$ cat src/rtl/mfadd_pkg.sv
package mfadd_pkg;
  typedef enum logic [1:0] {K_ZERO, K_NORM, K_INF, K_NAN} kind_e;
endpackage

$ cat src/rtl/mf_unpack.sv
module mf_unpack
  import mfadd_pkg::*;
#(
  parameter int EXP_W  = 4,
  parameter int FRAC_W = 6
) (
  input  logic [EXP_W+FRAC_W:0] word,
  input  logic                  flip,
  output logic                  sgn,
  output logic [EXP_W-1:0]      ex,
  output logic [FRAC_W:0]       sig,
  output kind_e                 kind
);
  localparam int W = EXP_W + FRAC_W + 1;

  logic [FRAC_W-1:0] frac;

  assign frac = word[FRAC_W-1:0];
  assign ex   = word[W-2:FRAC_W];
  assign sgn  = word[W-1] ^ flip;

  always_comb begin
    if (&ex) begin
      kind = (frac == '0) ? K_INF : K_NAN;
      sig  = '0;
    end else if (ex == '0) begin
      kind = K_ZERO;
      sig  = '0;
    end else begin
      kind = K_NORM;
      sig  = {1'b1, frac};
    end
  end
endmodule

$ cat src/rtl/mf_align_add.sv
module mf_align_add #(
  parameter int EXP_W  = 4,
  parameter int FRAC_W = 6,
  parameter int XB     = 3
) (
  input  logic                    sa,
  input  logic [EXP_W-1:0]        ea,
  input  logic [FRAC_W:0]         ma,
  input  logic                    sb,
  input  logic [EXP_W-1:0]        eb,
  input  logic [FRAC_W:0]         mb,
  output logic [FRAC_W+XB+1:0]    raw,
  output logic [EXP_W-1:0]        exp_big,
  output logic                    sgn
);
  localparam int EXT_W = FRAC_W + 1 + XB;

  logic                   a_big;
  logic [FRAC_W:0]        m_big, m_sml;
  logic [EXP_W-1:0]       e_sml, diff;
  logic [2*EXT_W-1:0]     wide;
  logic [EXT_W-1:0]       aligned, ext_big;
  logic                   sticky;

  assign a_big   = {ea, ma} >= {eb, mb};
  assign m_big   = a_big ? ma : mb;
  assign m_sml   = a_big ? mb : ma;
  assign exp_big = a_big ? ea : eb;
  assign e_sml   = a_big ? eb : ea;
  assign sgn     = a_big ? sa : sb;
  assign diff    = exp_big - e_sml;

  assign ext_big = {m_big, {XB{1'b0}}};
  assign wide    = {m_sml, {XB{1'b0}}, {EXT_W{1'b0}}} >> diff;
  assign sticky  = |wide[EXT_W-1:0];
  assign aligned = {wide[2*EXT_W-1:EXT_W+1], wide[EXT_W] | sticky};

  always_comb begin
    if (sa ^ sb) raw = {1'b0, ext_big} - {1'b0, aligned};
    else         raw = {1'b0, ext_big} + {1'b0, aligned};
  end
endmodule

$ cat src/rtl/mf_norm_round.sv
module mf_norm_round #(
  parameter int EXP_W  = 4,
  parameter int FRAC_W = 6,
  parameter int XB     = 3
) (
  input  logic [FRAC_W+XB+1:0]    raw,
  input  logic [EXP_W-1:0]        exp_big,
  input  logic                    sgn,
  output logic [EXP_W+FRAC_W:0]   word,
  output logic                    ovf,
  output logic                    unf,
  output logic                    is_zero
);
  localparam int EXT_W = FRAC_W + 1 + XB;
  localparam int LZW   = $clog2(EXT_W + 1);
  localparam int SEW   = EXP_W + LZW + 1;
  localparam logic signed [SEW-1:0] EMAX_S = SEW'(2**EXP_W - 1);

  logic [LZW-1:0]          lz;
  logic [EXT_W-1:0]        norm;
  logic                    lsb, grd, rest, up;
  logic [FRAC_W+1:0]       mr;
  logic [FRAC_W-1:0]       frac;
  logic signed [SEW-1:0]   e_pre, e_fin;

  always_comb begin
    lz = LZW'(EXT_W);
    for (int i = 0; i < EXT_W; i++)
      if (raw[i]) lz = LZW'(EXT_W - 1 - i);
  end

  always_comb begin
    if (raw[EXT_W]) norm = {raw[EXT_W:2], raw[1] | raw[0]};
    else            norm = raw[EXT_W-1:0] << lz;
  end

  assign e_pre = SEW'(exp_big) + SEW'(raw[EXT_W]) - SEW'(raw[EXT_W] ? '0 : lz);

  assign lsb  = norm[XB];
  assign grd  = norm[XB-1];
  assign rest = |norm[XB-2:0];
  assign up   = grd & (rest | lsb);
  assign mr   = {1'b0, norm[EXT_W-1:XB]} + (FRAC_W+2)'(up);

  assign frac  = mr[FRAC_W+1] ? mr[FRAC_W:1] : mr[FRAC_W-1:0];
  assign e_fin = e_pre + SEW'(mr[FRAC_W+1]);

  assign is_zero = (raw == '0);
  assign ovf     = !is_zero && (e_fin >= EMAX_S);
  assign unf     = !is_zero && (e_fin[SEW-1] || e_fin == '0);

  always_comb begin
    if (is_zero)  word = '0;
    else if (ovf) word = {sgn, {EXP_W{1'b1}}, {FRAC_W{1'b0}}};
    else if (unf) word = {sgn, {(EXP_W+FRAC_W){1'b0}}};
    else          word = {sgn, e_fin[EXP_W-1:0], frac};
  end
endmodule

$ cat src/rtl/minifloat_adder.sv
module minifloat_adder
  import mfadd_pkg::*;
#(
  parameter int EXP_W  = 4,
  parameter int FRAC_W = 6,
  parameter int XB     = 3
) (
  input  logic                    clk,
  input  logic                    rst,
  input  logic [EXP_W+FRAC_W:0]   op_a,
  input  logic [EXP_W+FRAC_W:0]   op_b,
  input  logic                    op_sub,
  output logic [EXP_W+FRAC_W:0]   sum_o,
  output logic                    ovf_o,
  output logic                    unf_o,
  output logic                    inv_o
);
  localparam int W     = EXP_W + FRAC_W + 1;
  localparam int EXT_W = FRAC_W + 1 + XB;
  localparam logic [W-1:0] QNAN = {1'b0, {EXP_W{1'b1}}, 1'b1, {(FRAC_W-1){1'b0}}};

  logic               s_a, s_b;
  logic [EXP_W-1:0]   e_a, e_b, e_big;
  logic [FRAC_W:0]    m_a, m_b;
  kind_e              k_a, k_b;
  logic [EXT_W:0]     raw;
  logic               s_big;
  logic [W-1:0]       arith_w, nxt_w;
  logic               a_ovf, a_unf, a_zero, nxt_ovf, nxt_unf, nxt_inv;

  for (genvar g = 0; g < 2; g++) begin : g_unp
    if (g == 0) begin : g_a
      mf_unpack #(.EXP_W(EXP_W), .FRAC_W(FRAC_W)) u_unp (
        .word(op_a), .flip(1'b0), .sgn(s_a), .ex(e_a), .sig(m_a), .kind(k_a));
    end else begin : g_b
      mf_unpack #(.EXP_W(EXP_W), .FRAC_W(FRAC_W)) u_unp (
        .word(op_b), .flip(op_sub), .sgn(s_b), .ex(e_b), .sig(m_b), .kind(k_b));
    end
  end

  mf_align_add #(.EXP_W(EXP_W), .FRAC_W(FRAC_W), .XB(XB)) u_add (
    .sa(s_a), .ea(e_a), .ma(m_a), .sb(s_b), .eb(e_b), .mb(m_b),
    .raw(raw), .exp_big(e_big), .sgn(s_big));

  mf_norm_round #(.EXP_W(EXP_W), .FRAC_W(FRAC_W), .XB(XB)) u_nr (
    .raw(raw), .exp_big(e_big), .sgn(s_big),
    .word(arith_w), .ovf(a_ovf), .unf(a_unf), .is_zero(a_zero));

  always_comb begin
    nxt_w   = arith_w;
    nxt_ovf = 1'b0;
    nxt_unf = 1'b0;
    nxt_inv = 1'b0;
    if (k_a == K_NAN || k_b == K_NAN) begin
      nxt_w   = QNAN;
      nxt_inv = 1'b1;
    end else if (k_a == K_INF && k_b == K_INF && s_a != s_b) begin
      nxt_w   = QNAN;
      nxt_inv = 1'b1;
    end else if (k_a == K_INF) begin
      nxt_w = {s_a, {EXP_W{1'b1}}, {FRAC_W{1'b0}}};
    end else if (k_b == K_INF) begin
      nxt_w = {s_b, {EXP_W{1'b1}}, {FRAC_W{1'b0}}};
    end else if (k_a == K_ZERO && k_b == K_ZERO) begin
      nxt_w = {s_a & s_b, {(W-1){1'b0}}};
    end else if (!a_zero) begin
      nxt_ovf = a_ovf;
      nxt_unf = a_unf;
    end
  end

  always_ff @(posedge clk) begin
    if (rst) begin
      sum_o <= '0;
      ovf_o <= 1'b0;
      unf_o <= 1'b0;
      inv_o <= 1'b0;
    end else begin
      sum_o <= nxt_w;
      ovf_o <= nxt_ovf;
      unf_o <= nxt_unf;
      inv_o <= nxt_inv;
    end
  end


  ovf_is_inf_chk: assert property (@(posedge clk) disable iff (rst)
    ovf_o |-> (&sum_o[W-2:FRAC_W]) && (sum_o[FRAC_W-1:0] == '0));


  unf_is_zero_chk: assert property (@(posedge clk) disable iff (rst)
    unf_o |-> (sum_o[W-2:0] == '0));


  nan_in_flags_chk: assert property (@(posedge clk) disable iff (rst)
    (k_a == K_NAN || k_b == K_NAN) |=> inv_o && (sum_o == QNAN));


  inf_diff_chk: assert property (@(posedge clk) disable iff (rst)
    (k_a == K_INF && k_b == K_INF && s_a != s_b) |=> inv_o);


  flags_excl_chk: assert property (@(posedge clk) disable iff (rst)
    $onehot0({ovf_o, unf_o, inv_o}));
endmodule

$ cat config.mk
export PLATFORM = sky130hd
export DESIGN_NAME = minifloat_adder
export DESIGN_NICKNAME = d
export VERILOG_FILES = /design/src/rtl/mfadd_pkg.sv /design/src/rtl/mf_unpack.sv /design/src/rtl/mf_align_add.sv /design/src/rtl/mf_norm_round.sv /design/src/rtl/minifloat_adder.sv
export SDC_FILE = /design/constraint.sdc
export NUM_CORES = 1
export LEC_CHECK = 0
export BUFFER_PORTS_ARGS = -buffer_cell sky130_fd_sc_hd__buf_2
export CAP_MARGIN = 20
export CELL_PAD_IN_SITES_DETAIL_PLACEMENT = 1
export CELL_PAD_IN_SITES_GLOBAL_PLACEMENT = 2
export CORE_MARGIN = 2
export CORE_UTILIZATION = 30
export DETAILED_ROUTE_END_ITERATION = 8
export MAX_ROUTING_LAYER = met4
export PLACE_DENSITY_LB_ADDON = 0.1
export SLEW_MARGIN = 20
export SYNTH_ARGS = -nofsm -noshare
export SYNTH_HDL_FRONTEND = slang
export SYNTH_SLANG_ARGS = --single-unit
export TNS_END_PERCENT = 20
$ cat constraint.sdc
create_clock -name clk -period 35 [get_ports clk]
set_input_delay 1.75 -clock clk [delete_from_list [all_inputs] [get_ports clk]]
set_output_delay 1.75 -clock clk [all_outputs]
set_load 0.03 [all_outputs]
# --- Word-level counts from Yosys, hierarchy flattened ---
# Index checks and enable logic that the tools add are counted.
word_totals:
  reg_bits: 14
  in_bits: 25
  output_inout_bits: 14
  wordCells: 91
classes:
  add_sub_neg: 7
  n_lt_le_gt_ge: 2
  eq_ne: 5
  n_shift: 2
  n_mux: 39
  bitwise: 7
  reduce_logical: 23
op_table:
  columns: ["op", "n"]
  rows:
  - ["2-to-1 mux 11 bit", 5]
  - ["2-to-1 mux 10 bit", 5]
  - ["2-to-1 mux 4 bit", 11]
  - ["2-to-1 mux 7 bit", 6]
  - ["right shift 20 x 4 -> 20 bit", 1]
  - ["zero test 6 bit", 2]
  - ["adder 10 x 10 -> 11 bit", 1]
  - ["greater-or-equal comparator 11 bit", 1]
  - ["zero test 11 bit", 1]
  - ["subtractor 10 x 10 -> 11 bit", 1]
  - ["OR reduction 10 bit", 1]
  - ["left shift 10 x 4 -> 10 bit", 1]
  - ["adder 9 x 1 -> 9 bit", 1]
  - ["greater-or-equal comparator 9 x 5 -> 1 bit (second input constant)", 1]
  - ["zero test 9 bit", 1]
  - ["OR reduction 9 bit", 1]
  - ["subtractor 9 bit", 1]
  - ["adder 7 x 1 -> 8 bit", 1]
  - ["== test 2 bit (second input constant)", 4]
  - ["zero test 4 bit", 2]
  - ["2-to-1 mux 2 bit", 4]
  - ["AND reduction 4 bit", 2]
  - ["2-to-1 mux 1 bit", 7]
  - ["OR reduction 7 bit", 1]
  - ["other kinds (13)", 23]

# --- Logic depth before layout (Yosys ltp) ---
logic_depth:
  depth_word: 39
  ltp_mapped: 59
  ltp_nobuf: 49

# --- Modules after synthesis ---
# From an unflattened synthesis, not the netlist that was laid out.
unflattened:
  cells_unflattened: 576
  hier_area_um2: 4127.7
modules_own_cells:
  columns: ["mod", "n_inst", "cells_each", "area_each_um2", "seq_area_each_um2"]
  rows:
  - ["mf_align_add", 1, 291, 2025.7, 0.0]
  - ["mf_norm_round", 1, 196, 1305.0, 0.0]
  - ["minifloat_adder", 1, 55, 529.3, 280.3]
  - ["mf_unpack", 2, 17, 133.9, 0.0]

# --- Least setup slack after synthesis ---
# Ideal clock, no wire load.
synth_timing:
  path_kind: "input-to-reg"
  start: "input op_b[9]"
  end: "register sum_o[1]"
  setup_ns: 0.057
  t_arrival_ns: 12.476
  required_time_ns: 34.943
  slack_ns: 22.467
  cell_stages: 49
  path_buffers: 11
  path_cell_list: "or4_4 > and2_1 > buf_6 > clkbuf_1 > nand2_1 > ha_1 > a21oi_1 > o21ai_1 > a221oi_2 > buf_6 > clkbuf_1 > clkbuf_1 > clkbuf_1 > mux2_2 > ha_1 > buf_2 > buf_2 > clkbuf_1 > (+13 left out) > o31ai_1 > o211a_4 > nand3_2 > ha_1 > inv_1 > ha_1 > fa_1 > a21o_1 > a21oi_1 > nand3_1 > o31ai_1 > nand2_1 > or3_1 > or4b_1 > buf_2 > nor2_1 > nand4_1 > a21bo_1"
synth_via:
  elab_chain_len: 32
  elab_cells_between_ends: 55
  cone_classes: "7 x add/sub; 2 x order compare; 2 x eq/ne; 2 x shift; 22 x mux; 4 x bitwise; 16 x reduce/logical"
synth_rtl:
  columns: ["element", "line_no", "text"]
  rows:
  - ["start, declared", "minifloat_adder.sv:11", "input logic [EXP_W+FRAC_W:0] op_b,"]
  - ["parallel branches: the longest is 32 deep, another holds greater-or-equal comparator 11 bit", null, null]
  - ["end signal, assigned", "minifloat_adder.sv:79", "sum_o <= nxt_w;"]
  - ["end, declared", "minifloat_adder.sv:13", "output logic [EXP_W+FRAC_W:0] sum_o,"]
# Several ways; the timed one is not identified.
# A chain may end at the register's enable or synchronous reset.

# --- Final worst setup path ---
layout_timing:
  start: "input op_a[8]"
  end: "register sum_o[1]"
layout_via:
  elab_chain_len: 32
  elab_cells_between_ends: 55
  cone_classes: "7 x add/sub; 2 x order compare; 2 x eq/ne; 2 x shift; 22 x mux; 4 x bitwise; 16 x reduce/logical"
layout_rtl:
  columns: ["element", "line_no", "text"]
  rows:
  - ["start, declared", "minifloat_adder.sv:10", "input logic [EXP_W+FRAC_W:0] op_a,"]
  - ["parallel branches: the longest is 32 deep, another holds greater-or-equal comparator 11 bit", null, null]
# Several ways; the timed one is not identified.

==> impl_metrics.yaml <==
sta:
  tns_ns: 0
  finalCriticalPeriod_ns: 13.75
  worst_slew_pin_slew_ns: 0.917
  clock.fmax_mhz: 72.7
  max_slew_margin_pct: 38.9
  hold_viol: 0
  setup_viol: 0
  finalCritPeriodShare_pct: 39.3
  slew_violations: 0
  rsz0062_at_grt: "false"
detailed_routing:
  first_pass_iters: 4
  drt-total-wl_um: 15000
  drt_iter0_markers: 255
  avgViaCountPerCell: 5.73
  drcViolationCount: 0
  wire_per_inst_um: 19.0
  route.vias.total: 4509
  final_antenna_net_count: 0
cts:
  clock_sinks: 14
  clk_pin_slew_ns: 0.05
  cts_tree: "yes"
  ctsLongestPathBuffers: 2
  holdBufCountCts: 0
  cts_buffers: 3
  cts-resized-gates: 0
  post_cts_buffers: 0
  htreeDepth: 1
  cts_root_buf: "clkbuf_16"
floorplanning:
  die_area_mm2: 0.0149
  rows: 43
  core_mm2: 0.0137
  die_y_um: 122
  start_util_pct: 30.4
  io_pins: 39
  die_x_um: 122
logic_synthesis:
  synth_mux_area_share_pct: 8.97
  synthSimpleGateAreaFrac_pct: 26.1
  synth-seq-cells: 14
  syn_inst: 588
  synth_top_cell_area_share_pct: 12.0
  synth_top_family_by_area: "compound AO/OA/AOI/OAI gates"
  synth_largest_area_cell: "ha_1"
  ys.warnings.count: 0
  synth_edf_count: 0
  synth-compound-area-share_pct: 32.8
  synthAdderAreaFrac_pct: 13.0
  ys_seq_area_share_pct: 6.72
  synth_xor_area_share_pct: 5.04
  avgSynthCellArea_um2: 7.09
  synthDistinctLibCells: 87
  synthTopCellsByArea: "ha_1 12%, dfxtp_1 6.7%, a21oi_1 5.3%"
  synth_common_cells: "58 x nand2_1, 50 x nor2_1, 44 x a21oi_1"
  async_reset_ff_share_pct: 0
  syn-num-nets: 655
  synth_flop_cell: "dfxtp_1"
  synth_area_mm2: 0.00417
  yosysMostFrequentCell: "nand2_1"
setup_path:
  cpPeakStageDelay_ns: 0.89
  critPathMaxFanout: 47
  cpMaxStageDelayCell: "ha_1"
  cp.required_ns: 35.19
  arrival_ns: 13.93
  crit_top_cell: "a21oi_1"
  start_kind: "input pin"
  crit_type: "input pin to flop"
  crit_path_end_kind: "flop"
global_routing:
  met3_usage_pct: 1.64
  grt_antenna_before_repair: 0
  gr-usage-met2_pct: 33.2
  grt-ovfl-total: 0
  top_usage_layer: "met2"
  grt_max_degree: 48
  met1_usage_pct: 29.6
  grt_usage_pct: 20.7
  grt_first_pass_wirelength_um: 24300
  grt_pass1_vias: 4477
final_layout:
  areaGrowthSynthToFinish_pct: 9.84
  antenna_cells: 0
  final_nets: 675
  num-fill-cells: 1749
  drive_above_1_share_pct: 15.5
pwr:
  ir_drop_mv: 0.0197
  power_leakage_nw: 2.00
  powerDensity_mw_per_mm2: 85.5
  power.total_uw: 392
placed_design:
  dp_hpwl_um: 12300
  gp_congestion: 0.924
  portBuffers: 38
worst_hold_path:
  hp-class: "input pin to flop"
status:
  status: "finished, final reports clean"
run:
  cap_violations: 0
## area by class of cell
cell class                 count  area (um2)  share of cell area, %
clock buffer                   4        88.8                   1.94
inverter                      40         151                   3.30
multi-input combinational    505        3600                   78.6
sequential                    14         280                   6.12
tap                          180         225                   4.92
timing repair buffer          44         235                   5.13
## through the flow
step | hold WS [ns] | setup slack [ns] | cell area, um2 | utilization (%) | cells
detailed placement | 1.98 | 21.07 | 4490 | 32.7 | 783
global placement | 1.97 | 20.87 | 4490 | 32.7 | 783
CTS | 1.74 | 21.28 | 4580 | 33.4 | 787
floorplan | 1.83 | 22.47 | 4170 | - | 588
global route | 1.74 | 20.14 | 4580 | 33.4 | 787
finish | 1.74 | 21.25 | 4580 | 33.4 | 787
## cell families after synthesis
group / Yosys count
AO/OA/AOI/OAI: 191
adder cells (fa/ha/maj): 42
XOR/XNOR: 21
buffers and inverters: 69
multiplexers: 34
flip-flops: 14
AND/OR/NAND/NOR: 217
## power breakdown
| part | leakage (nW) | internal, mW | switching, mW |
|---|---|---|---|
| logic | 1.84 | 0.122 | 0.224 |
| clock network | 0.0442 | 0.0173 | 0.00599 |
| registers | 0.115 | 0.0215 | 0.00140 |
| total | 2.00 | 0.161 | 0.231 |
## layout by cell type, fill, tap and decap left out, types with 8 or more instances in the layout
cell and n:
mux2_2 13, nand3_1 24, nand2b_1 9, nor3_1 18, nor2_1 50, a31oi_1 8, nand2_1 58, xnor2_1 11
mux2i_1 18, dfxtp_1 14, a211oi_1 10, o21ai_0 37, o31ai_1 10, nor2b_1 10, a21o_1 10, a21oi_1 44
nand4_1 11, ha_1 40, o211ai_1 11, buf_2 38, inv_1 35
## per-layer routing
| layer | routed length [um] | vias up | share of wire [%] |
|---|---|---|---|
| li1 | - | 2227 | - |
| met1 | 7570 | 2200 | 51 |
| met2 | 6940 | 74 | 46 |
| met3 | 372 | 8 | 2.5 |
| met4 | 74 | 0 | 0.49 |
| met5 | 0 | - | 0 |
## registers in the layout, summed over array words and instances, names as in the netlist
signal  flops
sum_o      11
inv_o       1
ovf_o       1
unf_o       1
## path summary, 6_finish.rpt
kind / from / to / slack (ns) / depth (start not counted)
worst max-delay path: op_a[8] / sum_o[1] / 21.25 / 50
worst min-delay path: rst / sum_o[10] / 1.74 / 2
## worst max-delay path: cells and delay by family
family / cells / cell delay [ns]
mux: 3 / 0.89
compound gates: 18 / 3.48
fa+ha+maj: 5 / 2.08
buf+inv: 8 / 1.56
xor+xnor: 1 / 0.10
simple gates: 15 / 4.00
(Power assumes the default switching activity.)
